==> src/rtl/seek_pkg.sv <==
package seek_pkg;

   typedef enum logic [1:0] {
      ST_IDLE   = 2'd0,
      ST_ACCEL  = 2'd1,
      ST_SETTLE = 2'd2
   } seek_state_t;

   function automatic int max3(input int a, input int b, input int c);
      int m;
      m = (a > b) ? a : b;
      return (m > c) ? m : c;
   endfunction

endpackage

==> src/rtl/seek_sync_filter.sv <==
module seek_sync_filter #(
   parameter int STAGES  = 2,
   parameter int HOLD    = 3,
   parameter bit RST_VAL = 1'b0
) (
   input  logic clk,
   input  logic rst_n,
   input  logic din,
   output logic dout
);

   if (STAGES < 2) begin : g_bad_stages
      $error("seek_sync_filter: STAGES must be at least 2");
   end
   if (HOLD < 0) begin : g_bad_hold
      $error("seek_sync_filter: HOLD must not be negative");
   end

   logic [STAGES-1:0] chain_q;
   logic              s;

   always_ff @(posedge clk) begin
      if (!rst_n) chain_q <= {STAGES{RST_VAL}};
      else        chain_q <= {chain_q[STAGES-2:0], din};
   end

   assign s = chain_q[STAGES-1];

   if (HOLD == 0) begin : g_bypass
      assign dout = s;
   end else begin : g_deb
      localparam int CW = (HOLD < 2) ? 1 : $clog2(HOLD + 1);
      logic [CW-1:0] cnt_q;
      logic          filt_q;

      always_ff @(posedge clk) begin
         if (!rst_n) begin
            cnt_q  <= '0;
            filt_q <= RST_VAL;
         end else if (s == filt_q) begin
            cnt_q <= '0;
         end else if (cnt_q == CW'(HOLD - 1)) begin
            cnt_q  <= '0;
            filt_q <= s;
         end else begin
            cnt_q <= cnt_q + 1'b1;
         end
      end

      assign dout = filt_q;

      // the filtered level moves only to a value the synchronizer was presenting
      p_deb_follow_r9: assert property (@(posedge clk) disable iff (!rst_n)
         !$stable(filt_q) |-> ($past(s) == filt_q));
   end

endmodule

==> src/rtl/seek_pos_track.sv <==
module seek_pos_track #(
   parameter int CYL_MAX = 202,
   parameter int CYL_W   = 8
) (
   input  logic             clk,
   input  logic             rst_n,
   input  logic             commit,
   input  logic             up,
   input  logic             two,
   output logic [CYL_W-1:0] pos
);

   logic [CYL_W:0]   amt;
   logic [CYL_W:0]   wide_up;
   logic [CYL_W:0]   wide_dn;
   logic [CYL_W-1:0] nxt;

   always_comb begin
      amt     = two ? (CYL_W+1)'(2) : (CYL_W+1)'(1);
      wide_up = {1'b0, pos} + amt;
      wide_dn = {1'b0, pos} - amt;
      if (up) begin
         nxt = (wide_up > (CYL_W+1)'(CYL_MAX)) ? CYL_W'(CYL_MAX) : wide_up[CYL_W-1:0];
      end else begin
         nxt = ({1'b0, pos} < amt) ? '0 : wide_dn[CYL_W-1:0];
      end
   end

   always_ff @(posedge clk) begin
      if (!rst_n)      pos <= '0;
      else if (commit) pos <= nxt;
   end

   p_pos_bound_r6: assert property (@(posedge clk) disable iff (!rst_n)
      int'(pos) <= CYL_MAX);

   p_pos_quiet_r4: assert property (@(posedge clk) disable iff (!rst_n)
      !commit |=> $stable(pos));

   p_pos_move_r4: assert property (@(posedge clk) disable iff (!rst_n)
      commit |=> ((int'($past(pos)) - int'(pos) <= 2) && (int'(pos) - int'($past(pos)) <= 2)));

endmodule

==> src/rtl/seek_responder.sv <==
module seek_responder
   import seek_pkg::*;
#(
   parameter int SYNC_STAGES = 2,
   parameter int DEB_CYCLES  = 4,
   parameter int FALL1_CYC   = 1_000_000,
   parameter int FALL2_CYC   = 1_250_000,
   parameter int SETTLE_CYC  = 2_500_000,
   parameter int CYL_MAX     = 202,
   localparam int CYL_W      = $clog2(CYL_MAX + 1)
) (
   input  logic             clk,
   input  logic             rst_n,
   input  logic             step_req_n,
   input  logic             dir_up,
   input  logic             big_step,
   output logic             ready,
   output logic [CYL_W-1:0] cyl_pos
);

   localparam int MAX_D = max3(FALL1_CYC, FALL2_CYC, SETTLE_CYC);
   localparam int CNT_W = $clog2(MAX_D + 1);

   if (FALL1_CYC < 1 || FALL2_CYC < 1 || SETTLE_CYC < 1) begin : g_bad_delay
      $error("seek_responder: every phase delay must be at least one cycle");
   end
   if (CYL_MAX < 1) begin : g_bad_max
      $error("seek_responder: CYL_MAX must be at least 1");
   end
   if (DEB_CYCLES < 1) begin : g_bad_deb
      $error("seek_responder: request debounce needs at least one cycle");
   end

   logic req_f, dir_s, big_s;

   seek_sync_filter #(.STAGES(SYNC_STAGES), .HOLD(DEB_CYCLES), .RST_VAL(1'b1)) u_req (
      .clk(clk), .rst_n(rst_n), .din(step_req_n), .dout(req_f));
   seek_sync_filter #(.STAGES(SYNC_STAGES), .HOLD(0), .RST_VAL(1'b0)) u_dir (
      .clk(clk), .rst_n(rst_n), .din(dir_up), .dout(dir_s));
   seek_sync_filter #(.STAGES(SYNC_STAGES), .HOLD(0), .RST_VAL(1'b0)) u_size (
      .clk(clk), .rst_n(rst_n), .din(big_step), .dout(big_s));

   seek_state_t      state_q;
   logic [CNT_W-1:0] cnt_q;
   logic             armed_q;
   logic             stg_dir_q, stg_big_q;
   logic             act_dir_q, act_big_q;
   logic             commit;

   always_ff @(posedge clk) begin
      if (!rst_n) begin
         state_q   <= ST_IDLE;
         cnt_q     <= '0;
         armed_q   <= 1'b0;
         stg_dir_q <= 1'b0;
         stg_big_q <= 1'b0;
         act_dir_q <= 1'b0;
         act_big_q <= 1'b0;
      end else begin
         if (req_f) begin
            armed_q   <= 1'b1;
            stg_dir_q <= dir_s;
            stg_big_q <= big_s;
         end
         unique case (state_q)
            ST_IDLE: begin
               if (!req_f && armed_q) begin
                  state_q   <= ST_ACCEL;
                  armed_q   <= 1'b0;
                  act_dir_q <= stg_dir_q;
                  act_big_q <= stg_big_q;
                  cnt_q     <= stg_big_q ? CNT_W'(FALL2_CYC - 1) : CNT_W'(FALL1_CYC - 1);
               end
            end
            ST_ACCEL: begin
               if (cnt_q == '0) begin
                  state_q <= ST_SETTLE;
                  cnt_q   <= CNT_W'(SETTLE_CYC - 1);
               end else begin
                  cnt_q <= cnt_q - 1'b1;
               end
            end
            ST_SETTLE: begin
               if (cnt_q == '0) state_q <= ST_IDLE;
               else             cnt_q   <= cnt_q - 1'b1;
            end
            default: state_q <= ST_IDLE;
         endcase
      end
   end

   assign commit = (state_q == ST_SETTLE) && (cnt_q == '0);
   assign ready  = (state_q != ST_SETTLE);

   seek_pos_track #(.CYL_MAX(CYL_MAX), .CYL_W(CYL_W)) u_pos (
      .clk(clk), .rst_n(rst_n), .commit(commit),
      .up(act_dir_q), .two(act_big_q), .pos(cyl_pos));

   p_frozen_r5: assert property (@(posedge clk) disable iff (!rst_n)
      (state_q != ST_IDLE && $past(state_q) != ST_IDLE) |-> ($stable(act_dir_q) && $stable(act_big_q)));

   p_fall_after_delay_r2: assert property (@(posedge clk) disable iff (!rst_n)
      $fell(ready) |-> ($past(state_q) == ST_ACCEL && $past(cnt_q) == '0));

   p_start_needs_arm_r8: assert property (@(posedge clk) disable iff (!rst_n)
      (state_q == ST_ACCEL && $past(state_q) == ST_IDLE) |-> ($past(armed_q) && !$past(req_f)));

   p_rise_commits_r4: assert property (@(posedge clk) disable iff (!rst_n)
      $rose(ready) |-> $past(commit));

endmodule

==> config.mk <==
export PLATFORM = sky130hd
export DESIGN_NAME = seek_responder
export DESIGN_NICKNAME = d
export VERILOG_FILES = /design/src/rtl/seek_pkg.sv /design/src/rtl/seek_sync_filter.sv /design/src/rtl/seek_pos_track.sv /design/src/rtl/seek_responder.sv
export SDC_FILE = /design/constraint.sdc
export NUM_CORES = 1
export LEC_CHECK = 0
export BUFFER_PORTS_ARGS = -buffer_cell sky130_fd_sc_hd__buf_2
export CORE_MARGIN = 2
export CORE_UTILIZATION = 45
export CTS_CLUSTER_SIZE = 10
export DETAILED_ROUTE_END_ITERATION = 16
export GPL_TIMING_DRIVEN = 0
export PLACE_DENSITY_LB_ADDON = 0.15
export RECOVER_POWER = 50
export SLEW_MARGIN = 20
export SYNTH_ARGS = -nofsm -noshare
export SYNTH_HDL_FRONTEND = slang
export SYNTH_SLANG_ARGS = --single-unit
==> constraint.sdc <==
create_clock -name clk -period 5.1 [get_ports clk]
set_input_delay 0.51 -clock clk [delete_from_list [all_inputs] [get_ports clk]]
set_output_delay 0.51 -clock clk [all_outputs]
set_load 0.02 [all_outputs]
==> reports/results.ini <==
[final_layout]
drive_above_1_share = 0.0988
syn_to_final_growth_pct = 7.81
num-fill-cells = 643
layout_common_cells = dfxtp_1 (47), nor2_1 (43), a21oi_1 (39), nand2_1 (27), o21ai_0 (26)
fin_nets = 422
num_antenna_cells = 0
final_common_cell = dfxtp_1
fin_util = 0.508

[synthesis]
synthesis.area_sq_um = 3030
synth_area_leaders = dfxtp_1 (31%), a21oi_1 (6.4%), nor2_1 (5.3%)
synthDistinctLibCells = 67
syn-instance-count = 384
synth_seq_cells = 47
synth.net_count = 402
async_flop_share = 0
synth_top_area_frac = 0.311
post-synth-top-area-cell = dfxtp_1
yosysWarnings = 0
avgSynthCellArea_sq_um = 7.89
synth_enable_flop_cells = 0
yosysSeqAreaShare = 0.311
dominantRegCellSynth = dfxtp_1

[critical_path]
cp_cell_sequence = inv_1, ha_1, fa_1, buf_2, nand4_1, mux2i_1, o22ai_1, o21a_1, nor3_1, o31a_1
crit_slowest_cell = dfxtp_1
worstPathMaxFanout = 9
max_stage_delay_ps = 470
crit_arrival_ps = 3000
crit_type = flip-flop to flip-flop
end_kind = flip-flop
crit_required_ps = 5300
rrSetupSlack_ps = 2300
startpoint_type = flip-flop
path_buf_inv = 2
path_delay_family = compound AO/OA/AOI/OAI gates

[cts]
cts_inserted_buffers = 5
root_buffer = clkbuf_8
cts.htree.levels = 2
cts_setup_buffers = 0
clkSinkCount = 47
clk_path_buf_depth = 2
hold_buffers = 0
cts_tree = built
path_clk_slew_ps = 100
post_cts_resize_count = 0
clk_latency_ps = 320

[route]
drt-vias-per-instance = 5.96
via_count = 2874
firstDrtPassIters = 5
remaining_drc_errors = 0
ant_nets = 0
drt-total-wl_microns = 7790
wl_per_cell_microns = 16.2
drt_iter0_markers = 131

[timing]
clock.fmax_mhz = 357
period_needed_ps = 2800
slew_viol_final = 0
relSlewSlack = 0.523
holdWs_ps = 370
finalClockSkew_ps = 11.6
min_period_over_period = 0.550
tightest_slew_ps = 712
grt_setup_unrepaired = no
fin_tns_setup_ps = 0
worst_slack_ps = 2300
finalHoldViolCount = 0
setup_viol = 0

[global_route]
grt_pass1_wl_microns = 12900
grt.busiest_layer = met2
use_met3 = 0.0375
grt_antenna_before_repair = 0
grt_usage = 0.220
grt_pass1_vias = 2538
grt_max_degree = 18
overflow = 0
use_met2 = 0.374
grt_use_met1 = 0.282

[pwr]
power-per-cell-area_nw_per_um2 = 194
ir_drop_v = 0.000120
p_leak_uw = 0.00126

[worst_hold_path]
hp-class = input pin to flip-flop

[floorplan]
die_area_sq_um = 7400
ios = 14
start_util = 0.472
fp.dieW_microns = 86.0
die_h_microns = 86.0
rows = 29
core_area_sq_um = 6420

[place]
dp_hpwl_microns = 5750
place.gp.congestion = 0.949
place_ws_ps = 2340
port_buffers = 13

[outcome]
status = finished, final reports clean

[job]
max_cap_violations = 0

## report_power, final
| part | total, uW | internal (uW) | switching [uW] |
|---|---|---|---|
| Sequential | 371 | 370 | 1.24 |
| Clock | 247 | 100 | 146 |
| Combinational | 15.3 | 4.72 | 10.6 |
## synth_stat cells, types with 4 or more instances
master,n
nor2b_1,6
mux2i_1,8
a31oi_1,6
ha_1,11
inv_1,16
nand2b_1,7
dfxtp_1,47
nand2_1,27
a21oi_1,39
buf_2,8
nor2_1,43
clkbuf_1,12
o31ai_1,5
nand4_1,4
nor3_1,18
nand3_1,11
xnor2_1,4
o22ai_1,7
o21a_1,6
and2_1,4
o21ai_0,26
## final cells by class
| cell class | count | area, sq um | area share |
|---|---|---|---|
| multi-input combinational | 299 | 1930 | 0.590 |
| sequential | 47 | 941 | 0.288 |
| tap | 77 | 96.3 | 0.0295 |
| buffer | 22 | 95.1 | 0.0291 |
| clock buffer | 5 | 68.8 | 0.0211 |
| inverter | 16 | 60.1 | 0.0184 |
| timing repair buffer | 13 | 52.6 | 0.0161 |
| clock inverter | 3 | 25.0 | 0.00766 |
## state kept, by name, indices dropped and copies added, names as in the netlist
register	cells
act_big_q	1
act_dir_q	1
armed_q	1
cnt_q	22
state_q	2
stg_big_q	1
stg_dir_q	1
u_dir.chain_q	2
u_pos.pos	8
u_req.chain_q	2
u_req.dout	1
u_req.g_deb.cnt_q	3
u_size.chain_q	2
## cells by family after synthesis
logic type      Yosys count  share of synthesized area
simple gates            151                      0.277
flops                    47                      0.311
buf+inv                  38                     0.0516
fa+ha+maj                13                     0.0587
xor+xnor                  6                     0.0173
mux                       8                     0.0264
compound gates          121                      0.259
## routing by layer
metal | routed length (microns) | part of all wire
met2 | 3770 | 0.48
met5 | 0 | 0
met1 | 3390 | 0.43
met3 | 473 | 0.061
met4 | 153 | 0.020
## worst reg2reg max path: stages, from the launching register on
cell     delay (ps)
dfxtp_1         470
inv_1           160
ha_1            230
fa_1            360
buf_2           190
nand4_1         220
mux2i_1         110
o22ai_1         280
o21a_1          280
nor3_1           90
o31a_1          310
## stage by stage
stage / power, uW / std cells / area, sq um
floorplan: 389 / 384 / 3030
global placement: 395 / 474 / 3190
detailed placement: 396 / 474 / 3190
CTS: 637 / 482 / 3280
global route: 655 / 482 / 3270
finish: 633 / 482 / 3270
## final timing paths
| kind | startpoint | endpoint | cells after the start |
|---|---|---|---|
| hold / removal | step_req_n | u_req.chain_q[0] | 2 |
| setup / recovery | act_big_q | u_pos.pos[4] | 10 |
| setup reg to reg | act_big_q | u_pos.pos[4] | 10 |
| hold reg to reg | u_req.chain_q[0] | u_req.chain_q[1] | 1 |
No activity file was read; power rests on OpenSTA's default activity.
